$ cat config.mk
export PLATFORM = sky130hd
export DESIGN_NAME = pf_filter_queue
export DESIGN_NICKNAME = d
export VERILOG_FILES = /design/src/rtl/pf_pkg.sv /design/src/rtl/pf_test_slot.sv /design/src/rtl/pf_req_fifo.sv /design/src/rtl/pf_line_match.sv /design/src/rtl/pf_filter_queue.sv
export SDC_FILE = /design/constraint.sdc
export NUM_CORES = 1
export LEC_CHECK = 0
export BUFFER_PORTS_ARGS = -buffer_cell sky130_fd_sc_hd__buf_2
export CORE_UTILIZATION = 50
export CTS_CLUSTER_SIZE = 14
export DETAILED_ROUTE_END_ITERATION = 10
export HOLD_SLACK_MARGIN = 0.06
export PLACE_DENSITY_LB_ADDON = 0.12
export SLEW_MARGIN = 20
export SYNTH_ARGS = -nofsm -noshare
export SYNTH_HDL_FRONTEND = slang
export SYNTH_SLANG_ARGS = --single-unit
$ cat constraint.sdc
create_clock -name clk -period 1.8 [get_ports clk]
set_input_delay 0.18 -clock clk [delete_from_list [all_inputs] [get_ports clk]]
set_output_delay 0.18 -clock clk [all_outputs]
set_load 0.02 [all_outputs]
$ cat src/rtl/pf_pkg.sv
package pf_pkg;

   // What happens to the test-slot entry in the cycle it is probed
   typedef enum logic [1:0] {
      PO_NONE      = 2'd0,
      PO_HIT_DROP  = 2'd1,
      PO_QUEUE     = 2'd2,
      PO_FULL_DROP = 2'd3
   } probe_outcome_e;

endpackage

$ cat src/rtl/pf_test_slot.sv
module pf_test_slot #(
   parameter int LW = 12
) (
   input  logic          clk,
   input  logic          rst_n,
   input  logic          load,
   input  logic [LW-1:0] load_line,
   input  logic          consume,
   output logic          slot_v,
   output logic [LW-1:0] slot_line
);

   always_ff @(posedge clk) begin
      if (!rst_n) begin
         slot_v    <= 1'b0;
         slot_line <= '0;
      end else if (load) begin
         slot_v    <= 1'b1;
         slot_line <= load_line;
      end else if (consume) begin
         slot_v    <= 1'b0;
      end
   end

endmodule

$ cat src/rtl/pf_req_fifo.sv
module pf_req_fifo #(
   parameter int DEPTH = 2,
   parameter int LW    = 12
) (
   input  logic                      clk,
   input  logic                      rst_n,
   input  logic                      push,
   input  logic [LW-1:0]             push_line,
   input  logic                      pop,
   output logic                      empty,
   output logic                      full,
   output logic [LW-1:0]             head_line,
   output logic [DEPTH-1:0]          ent_v,
   output logic [DEPTH-1:0][LW-1:0]  ent_line
);

   generate
      if (DEPTH == 1) begin : g_single
         logic          v_q;
         logic [LW-1:0] l_q;
         always_ff @(posedge clk) begin
            if (!rst_n) begin
               v_q <= 1'b0;
               l_q <= '0;
            end else if (push) begin
               v_q <= 1'b1;
               l_q <= push_line;
            end else if (pop) begin
               v_q <= 1'b0;
            end
         end
         assign ent_v[0]    = v_q;
         assign ent_line[0] = l_q;
         assign head_line   = l_q;
      end else begin : g_ring
         localparam int PW = $clog2(DEPTH);
         logic [PW-1:0]          rd_q, wr_q;
         logic [DEPTH-1:0]       v_q;
         logic [DEPTH-1:0][LW-1:0] l_q;

         function automatic logic [PW-1:0] bump(input logic [PW-1:0] p);
            return (p == PW'(DEPTH - 1)) ? '0 : p + PW'(1);
         endfunction

         always_ff @(posedge clk) begin
            if (!rst_n) begin
               rd_q <= '0;
               wr_q <= '0;
               v_q  <= '0;
               l_q  <= '0;
            end else begin
               if (pop) begin
                  v_q[rd_q] <= 1'b0;
                  rd_q      <= bump(rd_q);
               end
               if (push) begin
                  v_q[wr_q] <= 1'b1;
                  l_q[wr_q] <= push_line;
                  wr_q      <= bump(wr_q);
               end
            end
         end
         assign ent_v     = v_q;
         assign ent_line  = l_q;
         assign head_line = l_q[rd_q];
      end
   endgenerate

   assign empty = ~|ent_v;
   assign full  = &ent_v;

endmodule

$ cat src/rtl/pf_line_match.sv
module pf_line_match #(
   parameter int N  = 2,
   parameter int LW = 12
) (
   input  logic [LW-1:0]         key,
   input  logic [N-1:0]          ent_v,
   input  logic [N-1:0][LW-1:0]  ent_line,
   output logic                  hit
);

   logic [N-1:0] eq;

   generate
      for (genvar i = 0; i < N; i++) begin : g_cmp
         assign eq[i] = ent_v[i] && (ent_line[i] == key);
      end
   endgenerate

   assign hit = |eq;

endmodule

$ cat src/rtl/pf_filter_queue.sv
module pf_filter_queue #(
   parameter int AW         = 16,
   parameter int LINE_BYTES = 16,
   parameter int RQ_DEPTH   = 2,
   localparam int OFFW      = $clog2(LINE_BYTES),
   localparam int LAW       = AW - OFFW
) (
   input  logic           clk,
   input  logic           rst_n,
   input  logic           cand_valid,
   input  logic [AW-1:0]  cand_addr,
   input  logic           idle_next,
   output logic           probe_valid,
   output logic [LAW-1:0] probe_line,
   input  logic           probe_hit,
   input  logic           mem_ready,
   input  logic           demand_req,
   output logic           mem_req_valid,
   output logic [LAW-1:0] mem_req_line,
   output logic           alloc_valid,
   output logic [LAW-1:0] alloc_line
);
   import pf_pkg::*;

   generate
      if (LINE_BYTES < 2 || (LINE_BYTES & (LINE_BYTES - 1)) != 0) begin : g_bad_line
         $error("LINE_BYTES must be a power of two of at least 2");
      end
      if (RQ_DEPTH < 1) begin : g_bad_depth
         $error("RQ_DEPTH must be at least 1");
      end
      if (AW <= OFFW) begin : g_bad_aw
         $error("AW must exceed the line offset width");
      end
   endgenerate

   logic                          idle_q;
   logic [LAW-1:0]                cand_line;
   logic                          unused_offset;
   logic                          slot_v;
   logic [LAW-1:0]                slot_line;
   logic                          probe_fire;
   logic                          issue;
   logic                          rq_empty, rq_full;
   logic [LAW-1:0]                rq_head;
   logic [RQ_DEPTH-1:0]           rq_v;
   logic [RQ_DEPTH-1:0][LAW-1:0]  rq_line;
   logic                          in_queue;
   logic                          dup;
   logic                          cand_load;
   logic                          push;
   probe_outcome_e                outcome;

   assign cand_line     = cand_addr[AW-1:OFFW];
   assign unused_offset = ^cand_addr[OFFW-1:0];

   always_ff @(posedge clk) begin
      if (!rst_n) idle_q <= 1'b0;
      else        idle_q <= idle_next;
   end

   pf_line_match #(.N(RQ_DEPTH), .LW(LAW)) u_match (
      .key      (cand_line),
      .ent_v    (rq_v),
      .ent_line (rq_line),
      .hit      (in_queue)
   );

   assign dup       = in_queue || (slot_v && (slot_line == cand_line));
   assign cand_load = cand_valid && !dup;

   assign probe_fire = slot_v && idle_q;
   assign issue      = !rq_empty && mem_ready && !demand_req;

   always_comb begin
      outcome = PO_NONE;
      if (probe_fire) begin
         if (probe_hit)                outcome = PO_HIT_DROP;
         else if (!rq_full || issue)   outcome = PO_QUEUE;
         else                          outcome = PO_FULL_DROP;
      end
   end

   assign push = (outcome == PO_QUEUE);

   pf_test_slot #(.LW(LAW)) u_slot (
      .clk       (clk),
      .rst_n     (rst_n),
      .load      (cand_load),
      .load_line (cand_line),
      .consume   (probe_fire),
      .slot_v    (slot_v),
      .slot_line (slot_line)
   );

   pf_req_fifo #(.DEPTH(RQ_DEPTH), .LW(LAW)) u_rq (
      .clk       (clk),
      .rst_n     (rst_n),
      .push      (push),
      .push_line (slot_line),
      .pop       (issue),
      .empty     (rq_empty),
      .full      (rq_full),
      .head_line (rq_head),
      .ent_v     (rq_v),
      .ent_line  (rq_line)
   );

   assign probe_valid   = probe_fire;
   assign probe_line    = slot_line;
   assign mem_req_valid = issue;
   assign mem_req_line  = rq_head;
   assign alloc_valid   = issue;
   assign alloc_line    = rq_head;

endmodule

==> impl_metrics.json, run 1 <==
{
  "std_cell_rows": 23,
  "netSwitchingFraction_pct": 25.7,
  "syn-cell-area_um2": 2240,
  "nNetsFinal": 321,
  "reg2reg_to": "u_slot.slot_v",
  "fin_crit_ns": 1.63,
  "async_flop_share_pct": 0,
  "start_util_pct": 54.0,
  "syn_avg_cell_area_um2": 10.0,
  "startpoint": "u_slot.slot_line[10]",
  "grt_usage_pct": 22.5,
  "cts.path.max_buffers": 2,
  "fin_ws_ns": 0.170,
  "powerDensity_nw_per_um2": 670,
  "clockRootBuffer": "clkbuf_8",
  "finalCritPeriodShare_pct": 90.6,
  "ir_drop_v": 0.000463,
  "finalHoldViolCount": 0,
  "synth_cell_types": 30,
  "setup_violations": 0,
  "die_w_um": 68.9,
  "core_area_um2": 4140,
  "cts_tree": "built",
  "status": "finished clean",
  "num-fill-cells": 364,
  "place_hpwl_um": 3700,
  "drt-initial-drc-count": 49,
  "vias_per_cell": 5.11,
  "p_sw_w": 0.000485,
  "ys.flop_type": "dfxtp_1",
  "r2r_start": "u_slot.slot_line[10]",
  "grt_max_degree": 32,
  "dr.pass1.iters": 4,
  "critPathKind": "reg -> reg",
  "critPathCapture": "u_slot.slot_v",
  "crit_arrival_ns": 1.82,
  "cts-hold-fix-buffers": 0,
  "ys_ff_latch": 42,
  "placed_cells_incl_taps": 339,
  "cts_num_sinks": 42,
  "port_buffers": 57,
  "globalRoute.totalOverflow": 0,
  "synth_top_cell_by_area": "dfxtp_1",
  "required_ns": 1.99,
  "final_cell_mix": "buf_2, dfxtp_1, xnor2_1",
  "seqPwrFrac_pct": 51.3,
  "grtUsageMet1_pct": 29.2,
  "synth_nets": 246,
  "synth_area_leaders": "dfxtp_1, xnor2_1, mux2i_1",
  "use_met3_pct": 4.93,
  "p_int_w": 0.00140,
  "cap_violations": 0,
  "multi_input_area_um2": 1240,
  "place_ws_ns": -0.0307,
  "vias": 1784,
  "grt_use_met2_pct": 36.4,
  "rsz0062_at_grt": "no",
  "diodes": 0,
  "power.total_w": 0.00188,
  "dieArea_um2": 4750,
  "wl_per_cell_um": 14.1,
  "worstRegToRegCells": 6,
  "routed_wl_um": 4920,
  "grt_first_pass_wirelength_um": 7570,
  "r2r_slack_ns": 0.17,
  "ys.warnings.count": 0,
  "clock_latency_ns": 0.29,
  "p_leak_nw": 1.25,
  "regArea_um2": 841,
  "finalHoldWorstSlack_ns": 0.100,
  "synth_top_area_share_pct": 37.6,
  "grt_antenna_before_repair": 0,
  "final_cells": 349,
  "area_delta_synth_final_pct": 25.5,
  "ant_nets": 0,
  "synth_edf_count": 0,
  "die_h_um": 68.9,
  "end_kind": "register",
  "ios": 62,
  "gp_congestion": 0.808,
  "slew_headroom_pct": 77.0,
  "fmax_ghz": 0.613,
  "numCtsBuffers": 5,
  "crit_path_start_kind": "register",
  "report.final.slew_viol_count": 0,
  "busiest_layer": "met2",
  "synth_cells": 223,
  "clkPwrFrac_pct": 33.0,
  "final_common_cell": "buf_2",
  "cts_max_level": 2,
  "postLayoutCoreUtil_pct": 67.8,
  "power_frac_comb_pct": 15.6,
  "cp_max_fo": 3,
  "worst_pin_slew_ns": 0.342,
  "clkTransAtPathRegs_ns": 0.08,
  "grt_pass1_vias": 1583,
  "drc": 0,
  "skew_ns": 0.00611,
  "ys_seq_area_share_pct": 37.6,
  "drive_above_1_share_pct": 39.8,
  "min_path_type": "in -> reg"
}
==> area by class of cell <==
cell class	instances	area share, %
Clock buffer	7	3.07
Clock inverter	1	0.178
Inverter	1	0.134
Multi-Input combinational cell	156	44.1
Sequential cell	42	29.9
Tap cell	50	2.23
Timing Repair Buffer	92	20.4
==> layer usage <==
layer / vias to the layer above / part of all wire [%]
met5: - / 0
met4: 0 / 1.9
met3: 9 / 3.8
met2: 52 / 46
met1: 818 / 48
li1: 905 / -
==> Yosys cell counts (all sizes together), types with 4 or more instances <==
cell    instances
mux2           12
xnor2          36
nand4           6
o21a            4
dfxtp          42
nor2b          13
mux2i          24
a22o           12
nand2          28
buf            16
clkbuf          8
==> power by group through the flow <==
stage                     logic [W]  clock network [W]  registers (W)
after floorplan            0.000140                  0        0.00102
after global placement     0.000290                  0       0.000988
after detailed placement   0.000293                  0       0.000989
after CTS                  0.000297           0.000629       0.000967
after global routing       0.000318           0.000672       0.000970
final                      0.000295           0.000622       0.000967
==> through the flow <==
step	instance area [µm²]	setup TNS [ns]
finish	2810	0
global route	2810	0
CTS	2810	0
detailed placement	2700	-0.132
global placement	2700	0
floorplan	2240	0
==> flip-flops by register name, summed over array words and instances, names as in the netlist <==
register / cells
u_slot.slot_line: 12
u_rq.g_ring.wr_q: 1
idle_q: 1
u_rq.ent_v: 2
u_rq.ent_line: 24
u_slot.slot_v: 1
u_rq.g_ring.rd_q: 1
==> cell families (layout without fill, tap and decap cells) <==
kind of cell,count (synthesis),in the layout,share of synthesized area (%)
AOI/OAI and AO/OA,20,20,7.60
xor gates and xnor gates,37,37,14.5
buffers and inverters,25,101,7.10
DFF,42,42,37.6
muxes,36,36,16.8
and+or+nand+nor,63,63,16.5
==> worst min-delay path by stage <==
stage	slack, ns	cells past startpoint	to	from
floorplan	0.31	1	idle_q	idle_next
global placement	0.39	2	idle_q	idle_next
detailed placement	0.40	2	idle_q	idle_next
CTS	0.1	2	idle_q	idle_next
global route	0.09	2	idle_q	idle_next
finish	0.10	2	idle_q	idle_next
==> critical path: stages, from the launching register on <==
cell and delay (ns):
dfxtp_1 0.32, xnor2_1 0.20, nand4_1 0.18, nor4_2 0.39
nor4b_4 0.12, buf_4 0.16, o21a_1 0.17
==> repair_timing <==
action | in CTS | in global routing
endpoints found under the hold margin | 0 | 0
endpoints found under the setup margin | 7 | 0
resized for setup | 0 | 0
buffers inserted | 2 | 0
(Power assumes the default switching activity.)
==> run 2, diff against run 1 <==
--- a/config.mk
+++ b/config.mk
@@ -10,7 +10,7 @@
 export CTS_CLUSTER_SIZE = 14
 export DETAILED_ROUTE_END_ITERATION = 10
 export HOLD_SLACK_MARGIN = 0.06
-export PLACE_DENSITY_LB_ADDON = 0.12
+export PLACE_DENSITY = 0.77
 export SLEW_MARGIN = 20
 export SYNTH_ARGS = -nofsm -noshare
 export SYNTH_HDL_FRONTEND = slang
==> impl_metrics.json, run 2 (synthesis gave the netlist of run 1 again) <==
{
  "crit_path_start_kind": "register",
  "numCtsBuffers": 5,
  "area_delta_synth_final_pct": 25.3,
  "ir_drop_v": 0.000366,
  "post_cts_resized": 0,
  "cp_max_fo": 6,
  "fin_crit_ns": 1.64,
  "port_buffers": 57,
  "slew_headroom_pct": 74.0,
  "final_cell_mix": "buf_2, dfxtp_1, xnor2_1",
  "drc": 0,
  "cts.path.max_buffers": 2,
  "clock_latency_ns": 0.29,
  "skew_ns": 0.00535,
  "p_leak_nw": 1.25,
  "core_area_um2": 4140,
  "vias_per_cell": 5.06,
  "grt_max_degree": 25,
  "min_path_type": "in -> reg",
  "required_ns": 2.00,
  "ant_nets": 0,
  "clockRootBuffer": "clkbuf_8",
  "globalRoute.totalOverflow": 0,
  "rsz0062_at_grt": "no",
  "powerDensity_nw_per_um2": 672,
  "diodes": 0,
  "grt_first_pass_wirelength_um": 8090,
  "ios": 62,
  "grt_antenna_before_repair": 0,
  "end_kind": "register",
  "std_cell_rows": 23,
  "place_ws_ns": -0.0446,
  "drive_above_1_share_pct": 40.0,
  "dieArea_um2": 4750,
  "largest_register_ffs": 24,
  "cts_tree": "built",
  "drt-initial-drc-count": 68,
  "grt_pass1_vias": 1736,
  "finalHoldViolCount": 0,
  "final_common_cell": "buf_2",
  "fin_ws_ns": 0.156,
  "vias": 1771,
  "crit_arrival_ns": 1.84,
  "gp_congestion": 0.804,
  "die_h_um": 68.9,
  "worst_pin_slew_ns": 0.389,
  "place_hpwl_um": 4050,
  "grt_usage_pct": 24.2,
  "routed_wl_um": 5130,
  "clkTransAtPathRegs_ns": 0.08,
  "setup_violations": 0,
  "status": "finished clean",
  "final_cells": 350,
  "start_util_pct": 54.0,
  "critPathKind": "reg -> reg",
  "final.setup.tns_ns": 0,
  "dr.pass1.iters": 4,
  "placed_cells_incl_taps": 341,
  "report.final.slew_viol_count": 0,
  "die_w_um": 68.9,
  "finalCritPeriodShare_pct": 91.3,
  "wl_per_cell_um": 14.7,
  "cts_max_level": 2,
  "nNetsFinal": 322,
  "cap_violations": 0,
  "cts_num_sinks": 42,
  "fmax_ghz": 0.608
}
-- run 2: cell types whose count changed in the layout (fill, tap and decap cells not counted), sizes merged --
cell / before / now
buf: 92 / 93
-- run 2: timing repair --
| item | CTS | global route |
|---|---|---|
| setup buffers | 1 | 0 |
| setup endpoints to repair | 7 | 0 |
| hold buffers | 0 | 0 |
-- run 2: path summary, 6_finish.rpt --
path                                          start                 to  slack (ns)  cells after the start
worst max-delay path            u_slot.slot_line[0]      u_slot.slot_v        0.16                      6
worst min-delay path                      idle_next             idle_q        0.09                      2
worst max register to register  u_slot.slot_line[0]      u_slot.slot_v        0.16                      6
worst min register to register    u_rq.ent_line[12]  u_rq.ent_line[12]        0.54                      1
-- run 2: through the flow --
| stage | total power [W] | hold WS [ns] | util, % | area, µm² |
|---|---|---|---|---|
| final | 0.00189 | 0.0899 | 67.7 | 2810 |
| after global routing | 0.00196 | 0.0961 | 67.7 | 2810 |
| after CTS | 0.00190 | 0.0837 | 67.7 | 2810 |
| after detailed placement | 0.00128 | 0.397 | 65.3 | 2710 |
| after global placement | 0.00127 | 0.388 | 65.3 | 2710 |
| after floorplan | 0.00116 | 0.307 | - | 2240 |
-- run 2: worst max-delay path: stages, from the launching register on --
cell and delay (ns):
dfxtp_1 0.32, xnor2_1 0.23, nand3_1 0.14, nor4_2 0.38, nor4b_4 0.11, buf_4 0.19
o21a_1 0.18
-- run 2: area by class of cell --
cell class                      instances  area (µm²)
Timing Repair Buffer                   93         568
Inverter                                1        3.75
Fill cell                             351        1340
Clock inverter                          1        5.00
Tap cell                               50        62.6
Multi-Input combinational cell        156        1240
Clock buffer                            7        86.3
Sequential cell                        42         841
-- run 2: report_power, final --
group | internal (W) | leakage, nW | switching, W | total (W)
registers | 0.000951 | 0.341 | 0.0000170 | 0.000968
clock network | 0.000310 | 0.0482 | 0.000318 | 0.000628
logic | 0.000135 | 0.860 | 0.000155 | 0.000290
-- run 2: layer usage --
layer	vias to the layer above	share of wire, %	GRT usage, %	wire (µm)
met5	-	0	0	0
met4	0	1.2	6.89	61
met2	39	47	42.0	2410
li1	900	-	-	-
met3	7	3.8	5.26	193
met1	825	48	29.9	2460
